## src/rtl/memtest_pkg.sv

```systemverilog
package memtest_pkg;

  typedef enum logic [1:0] {
    ST_IDLE  = 2'd0,
    ST_WRITE = 2'd1,
    ST_READ  = 2'd2,
    ST_CHECK = 2'd3
  } mt_state_e;

  function automatic logic [7:0] rotl1_byte(input logic [7:0] v);
    return {v[6:0], v[7]};
  endfunction

endpackage

```

## src/rtl/memtest_pattern.sv

```systemverilog
module memtest_pattern #(
  parameter int DATA_W = 8
) (
  input  logic              clk,
  input  logic              rst_n,
  input  logic              load,
  input  logic              advance,
  input  logic [DATA_W-1:0] seed,
  output logic [DATA_W-1:0] pattern,
  output logic              last_pass
);
  localparam int NUM_PASSES = DATA_W;
  localparam int PASS_W     = $clog2(NUM_PASSES);

  logic [DATA_W-1:0] pat_q, pat_d;
  logic [PASS_W-1:0] idx_q, idx_d;
  logic              pat_en;

  always_comb begin
    pat_en = load | advance;
    if (load) begin
      pat_d = seed;
      idx_d = '0;
    end else begin
      pat_d = {pat_q[DATA_W-2:0], pat_q[DATA_W-1]};
      idx_d = idx_q + 1'b1;
    end
  end

  always_ff @(posedge clk or negedge rst_n) begin
    if (!rst_n) begin
      pat_q <= '0;
      idx_q <= '0;
    end else if (pat_en) begin
      pat_q <= pat_d;
      idx_q <= idx_d;
    end
  end

  assign pattern   = pat_q;
  assign last_pass = (idx_q == PASS_W'(NUM_PASSES - 1));

  // a rotation never changes how many ones the pattern holds
  p_rotation_keeps_weight_r3: assert property (@(posedge clk) disable iff (!rst_n)
    !load |=> ($countones(pat_q) == $countones($past(pat_q))));

endmodule

```

## src/rtl/memtest_seq.sv

```systemverilog
module memtest_seq
  import memtest_pkg::*;
#(
  parameter int ADDR_W = 7
) (
  input  logic              clk,
  input  logic              rst_n,
  input  logic              start,
  input  logic [ADDR_W-1:0] start_addr,
  input  logic [ADDR_W-1:0] end_addr,
  input  logic              mismatch,
  input  logic              last_pass,
  output logic              busy,
  output logic [ADDR_W-1:0] acc_addr,
  output logic              mem_we,
  output logic              mem_re,
  output logic              cmp_en,
  output logic              load,
  output logic              advance,
  output logic              finish_ok
);
  mt_state_e         state_q, state_d;
  logic [ADDR_W-1:0] cur_q, cur_d, lo_q, hi_q;
  logic              cur_en, at_end;

  assign at_end = (cur_q == hi_q);

  always_comb begin
    state_d   = state_q;
    cur_d     = cur_q;
    cur_en    = 1'b0;
    load      = 1'b0;
    advance   = 1'b0;
    finish_ok = 1'b0;
    mem_we    = 1'b0;
    mem_re    = 1'b0;
    cmp_en    = 1'b0;
    unique case (state_q)
      ST_IDLE: begin
        if (start && (start_addr <= end_addr)) begin
          load    = 1'b1;
          cur_d   = start_addr;
          cur_en  = 1'b1;
          state_d = ST_WRITE;
        end
      end
      ST_WRITE: begin
        mem_we = 1'b1;
        cur_en = 1'b1;
        if (at_end) begin
          cur_d   = lo_q;
          state_d = ST_READ;
        end else begin
          cur_d = cur_q + 1'b1;
        end
      end
      ST_READ: begin
        mem_re  = 1'b1;
        state_d = ST_CHECK;
      end
      ST_CHECK: begin
        cmp_en = 1'b1;
        if (mismatch) begin
          state_d = ST_IDLE;
        end else if (at_end) begin
          if (last_pass) begin
            finish_ok = 1'b1;
            state_d   = ST_IDLE;
          end else begin
            advance = 1'b1;
            cur_d   = lo_q;
            cur_en  = 1'b1;
            state_d = ST_WRITE;
          end
        end else begin
          cur_d   = cur_q + 1'b1;
          cur_en  = 1'b1;
          state_d = ST_READ;
        end
      end
      default: state_d = ST_IDLE;
    endcase
  end

  always_ff @(posedge clk or negedge rst_n) begin
    if (!rst_n) begin
      state_q <= ST_IDLE;
      cur_q   <= '0;
      lo_q    <= '0;
      hi_q    <= '0;
    end else begin
      state_q <= state_d;
      if (cur_en) cur_q <= cur_d;
      if (load) begin
        lo_q <= start_addr;
        hi_q <= end_addr;
      end
    end
  end

  assign busy     = (state_q != ST_IDLE);
  assign acc_addr = cur_q;

  // every access falls inside the latched range
  p_access_in_range_r4: assert property (@(posedge clk) disable iff (!rst_n)
    (mem_we || mem_re) |-> ((cur_q >= lo_q) && (cur_q <= hi_q)));

  // a start seen mid-run leaves the range untouched
  p_range_frozen_r7: assert property (@(posedge clk) disable iff (!rst_n)
    (busy && start) |=> ($stable(lo_q) && $stable(hi_q)));

  // an inverted range never launches a run
  p_reject_stays_idle_r2: assert property (@(posedge clk) disable iff (!rst_n)
    (!busy && start && (start_addr > end_addr)) |=> !busy);

endmodule

```

## src/rtl/memtest_check.sv

```systemverilog
module memtest_check #(
  parameter int ADDR_W = 7,
  parameter int DATA_W = 8
) (
  input  logic              clk,
  input  logic              rst_n,
  input  logic              cmp_en,
  input  logic              clear,
  input  logic              finish_ok,
  input  logic [ADDR_W-1:0] acc_addr,
  input  logic [DATA_W-1:0] expected,
  input  logic [DATA_W-1:0] rdata,
  output logic              mismatch,
  output logic              done,
  output logic              pass,
  output logic              fail,
  output logic [ADDR_W-1:0] fail_addr,
  output logic [DATA_W-1:0] fail_exp,
  output logic [DATA_W-1:0] fail_act
);
  logic              done_q, pass_q, fail_q;
  logic [ADDR_W-1:0] faddr_q;
  logic [DATA_W-1:0] fexp_q, fact_q;
  logic              rec_en;

  assign mismatch = cmp_en && (rdata != expected);
  assign rec_en   = clear | mismatch;

  always_ff @(posedge clk or negedge rst_n) begin
    if (!rst_n) begin
      done_q <= 1'b0;
      pass_q <= 1'b0;
    end else begin
      done_q <= finish_ok | mismatch;
      pass_q <= finish_ok;
    end
  end

  always_ff @(posedge clk or negedge rst_n) begin
    if (!rst_n) begin
      fail_q  <= 1'b0;
      faddr_q <= '0;
      fexp_q  <= '0;
      fact_q  <= '0;
    end else if (rec_en) begin
      fail_q  <= mismatch;
      faddr_q <= clear ? '0 : acc_addr;
      fexp_q  <= clear ? '0 : expected;
      fact_q  <= clear ? '0 : rdata;
    end
  end

  assign done      = done_q;
  assign pass      = pass_q;
  assign fail      = fail_q;
  assign fail_addr = faddr_q;
  assign fail_exp  = fexp_q;
  assign fail_act  = fact_q;

  // a failure holds until a new run is accepted
  p_fail_sticky_r8: assert property (@(posedge clk) disable iff (!rst_n)
    (fail_q && !clear) |=> fail_q);

  // the end-of-run pulse lasts one cycle
  p_done_single_r9: assert property (@(posedge clk) disable iff (!rst_n)
    done_q |=> !done_q);

  // pass only appears with done and without fail
  p_pass_with_done_r9: assert property (@(posedge clk) disable iff (!rst_n)
    pass_q |-> (done_q && !fail_q));

endmodule

```

## src/rtl/memtest_decode.sv

```systemverilog
module memtest_decode #(
  parameter int ADDR_W   = 7,
  parameter int INT_SPAN = 64,
  parameter int BANK_BIT = 5
) (
  input  logic              active,
  input  logic [ADDR_W-1:0] addr,
  output logic              sel_int,
  output logic [1:0]        sel_ext
);
  localparam logic [ADDR_W-1:0] INT_TOP = ADDR_W'(INT_SPAN);
  localparam int NUM_BANKS = 2;

  logic in_int;

  assign in_int  = (addr < INT_TOP);
  assign sel_int = active & in_int;

  for (genvar b = 0; b < NUM_BANKS; b++) begin : g_bank
    assign sel_ext[b] = active & ~in_int & (addr[BANK_BIT] == b[0]);
  end

endmodule

```

## src/rtl/memtest_engine.sv

```systemverilog
module memtest_engine #(
  parameter int ADDR_W   = 7,
  parameter int DATA_W   = 8,
  parameter int INT_SPAN = 64,
  parameter int BANK_BIT = 5
) (
  input  logic              clk,
  input  logic              rst_n,
  input  logic              start,
  input  logic [ADDR_W-1:0] start_addr,
  input  logic [ADDR_W-1:0] end_addr,
  input  logic [DATA_W-1:0] seed,
  output logic [ADDR_W-1:0] mem_addr,
  output logic [DATA_W-1:0] mem_wdata,
  output logic              mem_we,
  output logic              mem_re,
  input  logic [DATA_W-1:0] mem_rdata,
  output logic              sel_int,
  output logic [1:0]        sel_ext,
  output logic              busy,
  output logic              done,
  output logic              pass,
  output logic              fail,
  output logic [ADDR_W-1:0] fail_addr,
  output logic [DATA_W-1:0] fail_exp,
  output logic [DATA_W-1:0] fail_act
);
  logic              mismatch, last_pass, cmp_en, load, advance, finish_ok;
  logic [ADDR_W-1:0] acc_addr;
  logic [DATA_W-1:0] pattern;

  memtest_seq #(.ADDR_W(ADDR_W)) seq_i (
    .clk(clk), .rst_n(rst_n), .start(start),
    .start_addr(start_addr), .end_addr(end_addr),
    .mismatch(mismatch), .last_pass(last_pass),
    .busy(busy), .acc_addr(acc_addr),
    .mem_we(mem_we), .mem_re(mem_re), .cmp_en(cmp_en),
    .load(load), .advance(advance), .finish_ok(finish_ok)
  );

  memtest_pattern #(.DATA_W(DATA_W)) pat_i (
    .clk(clk), .rst_n(rst_n), .load(load), .advance(advance),
    .seed(seed), .pattern(pattern), .last_pass(last_pass)
  );

  memtest_check #(.ADDR_W(ADDR_W), .DATA_W(DATA_W)) chk_i (
    .clk(clk), .rst_n(rst_n), .cmp_en(cmp_en), .clear(load),
    .finish_ok(finish_ok), .acc_addr(acc_addr), .expected(pattern),
    .rdata(mem_rdata), .mismatch(mismatch),
    .done(done), .pass(pass), .fail(fail),
    .fail_addr(fail_addr), .fail_exp(fail_exp), .fail_act(fail_act)
  );

  memtest_decode #(.ADDR_W(ADDR_W), .INT_SPAN(INT_SPAN), .BANK_BIT(BANK_BIT)) dec_i (
    .active(mem_we | mem_re), .addr(acc_addr),
    .sel_int(sel_int), .sel_ext(sel_ext)
  );

  assign mem_addr  = acc_addr;
  assign mem_wdata = pattern;

  // a compare cycle always follows a read request
  p_compare_after_read_r5: assert property (@(posedge clk) disable iff (!rst_n)
    cmp_en |-> $past(mem_re));

  // exactly one region select during an access
  p_one_select_r6: assert property (@(posedge clk) disable iff (!rst_n)
    (mem_we || mem_re) |-> ($countones({sel_int, sel_ext}) == 1));

  // no select without an access
  p_no_select_idle_r6: assert property (@(posedge clk) disable iff (!rst_n)
    !(mem_we || mem_re) |-> !(sel_int || (|sel_ext)));

endmodule

```

## config.mk

```make
export PLATFORM = sky130hd
export DESIGN_NAME = memtest_engine
export DESIGN_NICKNAME = d
export VERILOG_FILES = /design/src/rtl/memtest_pkg.sv /design/src/rtl/memtest_pattern.sv /design/src/rtl/memtest_seq.sv /design/src/rtl/memtest_check.sv /design/src/rtl/memtest_decode.sv /design/src/rtl/memtest_engine.sv
export SDC_FILE = /design/constraint.sdc
export NUM_CORES = 1
export LEC_CHECK = 0
export CAP_MARGIN = 20
export CELL_PAD_IN_SITES_DETAIL_PLACEMENT = 0
export CELL_PAD_IN_SITES_GLOBAL_PLACEMENT = 1
export CORE_AREA = 2 2 72 125
export CTS_BUF_LIST = sky130_fd_sc_hd__clkbuf_4
export CTS_CLUSTER_SIZE = 10
export DETAILED_ROUTE_END_ITERATION = 7
export DIE_AREA = 0 0 74 127
export PLACE_DENSITY = 0.87
export SLEW_MARGIN = 10
export SYNTH_ARGS = -nofsm -noshare
export SYNTH_HDL_FRONTEND = slang
export SYNTH_SLANG_ARGS = --single-unit
```

## constraint.sdc

```tcl
create_clock -name clk -period 2.5 [get_ports clk]
set_clock_uncertainty 0.2 [all_clocks]
set_input_delay 0.5 -clock clk [delete_from_list [all_inputs] [get_ports clk]]
set_output_delay 0.5 -clock clk [all_outputs]
set_load 0.005 [all_outputs]
```

==> impl_metrics.prom <==
# TYPE chip_impl_metric gauge
chip_impl_info{name="status",value="finished, final reports clean"} 1
chip_impl_metric{name="grt_remaining_overflow",unit=""} 0
chip_impl_metric{name="final_antenna_net_count",unit=""} 0
chip_impl_metric{name="post_synth_instance_area",unit="um^2"} 3243
chip_impl_metric{name="die_h",unit="um"} 127
chip_impl_metric{name="num_rows",unit=""} 44
chip_impl_metric{name="fin_total_pwr",unit="mW"} 5.501
chip_impl_info{name="clock_tree.root_cell",value="sky130_fd_sc_hd__clkbuf_4"} 1
chip_impl_metric{name="placed_cells_incl_taps",unit=""} 507
chip_impl_metric{name="post_synth.cell_area_avg",unit="um^2"} 10.99
chip_impl_metric{name="detailed_place_hpwl",unit="um"} 6318
chip_impl_info{name="cp_cell_sequence",value="clkdlybuf4s50_1 -> xor2_1 -> nor4_2 -> buf_4 -> nand3_1 -> a211o_4 -> mux2_4"} 1
chip_impl_info{name="critical_path.reg2reg.startpoint",value="pat_i.pattern[6]"} 1
chip_impl_metric{name="floorplan.initialDensity",unit="%"} 39.01
chip_impl_metric{name="die_width",unit="um"} 74
chip_impl_metric{name="synthCells",unit=""} 295
chip_impl_metric{name="layout.nets",unit=""} 459
chip_impl_metric{name="violation_count_after_the_first_detailed_route_iteration",unit=""} 96
chip_impl_metric{name="grt_pass1_vias",unit=""} 2828
chip_impl_metric{name="die_area",unit="um^2"} 9398
chip_impl_metric{name="final_hold_violation_count",unit=""} 0
chip_impl_metric{name="dr_total_vias",unit=""} 2678
chip_impl_metric{name="setup_total_negative_slack",unit="ns"} 0
chip_impl_metric{name="max_cap_viol_count",unit=""} 0
chip_impl_metric{name="grt_antenna_before_repair",unit=""} 1
chip_impl_info{name="slowest_stage",value="sky130_fd_sc_hd__clkdlybuf4s50_1"} 1
chip_impl_metric{name="slew_viol_final",unit=""} 0
chip_impl_metric{name="io_buffers",unit=""} 79
chip_impl_info{name="start_kind",value="input pin"} 1
chip_impl_metric{name="timing.reg2reg.worst_path_depth",unit=""} 6
chip_impl_metric{name="clock_tree.buffer_depth",unit=""} 2
chip_impl_metric{name="synth_fp_nets",unit=""} 344
chip_impl_metric{name="layout-drive-gt1-share",unit="%"} 24.40
chip_impl_info{name="rsz0062_at_grt",value="no"} 1
chip_impl_metric{name="cts_num_sinks",unit=""} 60
chip_impl_metric{name="remaining_drc_errors",unit=""} 0
chip_impl_metric{name="p_leak",unit="nW"} 2.347
chip_impl_metric{name="clk_pin_slew",unit="ns"} 0.10
chip_impl_metric{name="yosys_warnings",unit=""} 0
chip_impl_metric{name="postSynthRegisterBits",unit=""} 60
chip_impl_metric{name="io-pin-count",unit=""} 80
chip_impl_metric{name="worst_slack",unit="ns"} 0.06891
chip_impl_info{name="layout_common_cells",value="sky130_fd_sc_hd__clkdlybuf4s50_1 (67), sky130_fd_sc_hd__dfrtp_1 (60), sky130_fd_sc_hd__buf_4 (33)"} 1
chip_impl_metric{name="htreeDepth",unit=""} 3
chip_impl_metric{name="cts_made_buffers",unit=""} 9
chip_impl_metric{name="worstSkewPairLatency",unit="ns"} 0.41
chip_impl_metric{name="grtUsageTotal",unit="%"} 19.46
chip_impl_metric{name="wire_length_of_the_first_global_routing_pass",unit="um"} 13780
chip_impl_metric{name="routed_via_density",unit=""} 5.053
chip_impl_info{name="min-delay-path-class",value="in -> reg"} 1
chip_impl_info{name="cts_tree",value="yes"} 1
chip_impl_metric{name="end_of_flow_core_utilization",unit="%"} 56.86
chip_impl_metric{name="period_needed",unit="ns"} 2.431
chip_impl_metric{name="layout-area-overhead-vs-synth",unit="%"} 45.76
chip_impl_metric{name="timing.critical_path.required",unit="ns"} 2.61
chip_impl_metric{name="yosysSeqAreaShare",unit="%"} 46.30
chip_impl_metric{name="ir_worst_vdd",unit="V"} 0.0006603
chip_impl_metric{name="finalSetupViolations",unit=""} 0
chip_impl_metric{name="detail_route.wirelength",unit="um"} 8508
chip_impl_info{name="cp-endpoint",value="seq_i.acc_addr[1]"} 1
chip_impl_info{name="critical_path.startpoint",value="mem_rdata[6]"} 1
chip_impl_info{name="crit_type",value="in -> reg"} 1
chip_impl_metric{name="core-area",unit="um^2"} 8313
chip_impl_metric{name="preCtsSetupSlack",unit="ns"} -0.6509
chip_impl_metric{name="drt-wirelength-per-cell",unit="um"} 16.05
chip_impl_metric{name="p_per_area",unit="nW/um^2"} 1164
chip_impl_metric{name="slowest_delay",unit="ns"} 0.46
chip_impl_metric{name="reg2reg_slack",unit="ns"} 0.15
chip_impl_metric{name="relSlewSlack",unit="%"} 73.72
chip_impl_info{name="crit_path_end_kind",value="flop"} 1
chip_impl_metric{name="finalNonFillerCells",unit=""} 530
chip_impl_info{name="mostFrequentLayoutCell",value="sky130_fd_sc_hd__clkdlybuf4s50_1"} 1
chip_impl_metric{name="layout_worst_path_cycle_share",unit="%"} 97.24
chip_impl_metric{name="cp_data_arrival_time",unit="ns"} 2.54
chip_impl_metric{name="max_clock_freq",unit="GHz"} 0.4113
chip_impl_metric{name="gp_congestion",unit=""} 0.8354
chip_impl_metric{name="drt_pre_antenna_iters",unit=""} 4
chip_impl_info{name="timing.rr.end",value="seq_i.acc_addr[1]"} 1
chip_impl_metric{name="grt_start_max_net_pins",unit=""} 61
chip_impl_metric{name="cp_max_fo",unit=""} 8
chip_impl_metric{name="worst_slew_pin_slew",unit="ns"} 0.3920
chip_impl_metric{name="synth.distinct_cells",unit=""} 44
-- critical path: cells and delay by family --
family	cells	cell delay, ns
AO/OA/AOI/OAI	1	0.44
XOR/XNOR	1	0.18
buffers and inverters	2	0.63
multiplexers	1	0.32
AND/OR/NAND/NOR	2	0.48
-- cell usage after synthesis (all sizes together) --
cell    instances  area, um^2
and3            2       12.51
dfrtp          60        1501
xnor2           6       52.55
a311oi          1       8.760
buf             8       60.05
mux2i          31       310.3
o21ai          18       90.08
a31oi           1       6.260
a22oi           7       52.55
nand4b          1       8.760
o211a           1       10.01
a21oi           8       40.04
nor4            4       52.55
and2            1       6.260
nand2          19       78.82
mux2           20       247.7
nor2b           1       6.260
nand4           1       6.260
or2             2       12.52
nand3           6       30.03
xor2           15       138.9
inv            12       45.04
nand2b          1       6.260
a211o           1       8.760
a41o            2       20.02
clkbuf          7       27.52
nor3            3       25.02
nor2           33       123.9
a21o            4       30.03
ha             16       200.2
o31a            1       8.760
or4             1       7.510
nand3b          1       7.510
-- per-stage QoR --
step | area [um^2] | hold slack [ns]
2_1_floorplan | 3243 | 0.004409
3_3_place_gp | 4403 | 0.2904
3_5_place_dp | 4403 | 0.3008
4_1_cts | 4627 | 0.3245
5_1_grt | 4727 | 0.1774
6_report | 4727 | 0.1851
-- cell families after synthesis --
| logic type | after synthesis | share of synthesized area, % |
|---|---|---|
| buf+inv | 27 | 4.089 |
| simple gates | 76 | 11.84 |
| xor+xnor | 21 | 5.903 |
| compound gates | 44 | 8.488 |
| flops | 60 | 46.30 |
| fa+ha+maj | 16 | 6.173 |
| mux | 51 | 17.21 |
-- where the power goes --
group,switching [mW],leakage [nW],internal [mW]
registers,0.322,0.743,1.40
logic,1.34,1.53,1.76
clock network,0.346,0.0748,0.330
total,2.01,2.35,3.49
-- registers in the layout (all words and copies together) (netlist names) --
signal / flops
chk_i.done: 1
chk_i.fail: 1
chk_i.fail_act: 8
chk_i.fail_addr: 7
chk_i.fail_exp: 8
chk_i.pass: 1
pat_i.idx_q: 3
pat_i.pattern: 8
seq_i.acc_addr: 7
seq_i.hi_q: 7
seq_i.lo_q: 7
seq_i.state_q: 2
-- layer usage --
layer	track usage, %	vias to the layer above	part of all wire, %
li1	-	1260	-
met1	21.20	1327	37
met2	34.82	77	57
met3	3.707	14	4.2
met4	9.412	0	2.2
met5	0	-	0
-- worst min-delay path by stage --
stage	start	end	slack [ns]	cells past startpoint
final	end_addr[3]	seq_i.hi_q[3]	0.19	2
after global placement	seq_i.lo_q[6]	seq_i.lo_q[6]	0.29	1
after CTS	seq_i.lo_q[5]	seq_i.lo_q[5]	0.32	1
after global routing	end_addr[4]	seq_i.hi_q[4]	0.18	2
after floorplan	rst_n	chk_i.done	0.004	0
after detailed placement	seq_i.lo_q[1]	seq_i.lo_q[1]	0.30	1
-- layout make-up --
type | instances | area, um^2
inverter | 12 | 45.04
fill | 747 | 3586
tap | 115 | 143.9
sequential | 60 | 1501
clock buffer | 12 | 90.09
multi-input combinational | 208 | 1727
clock inverter | 3 | 38.79
antenna | 1 | 2.502
timing repair buffer | 119 | 1179
-- timing repair --
| action | CTS | global route |
|---|---|---|
| endpoints found under the hold margin | 60 | 0 |
| setup endpoints to repair | 27 | 59 |
| cloned | 0 | 0 |
| pin swaps | 2 | 5 |
| setup buffers | 5 | 1 |
| gates resized for setup | 9 | 23 |
| hold buffers | 1 | 0 |
Power figures use the tool's default switching activity.
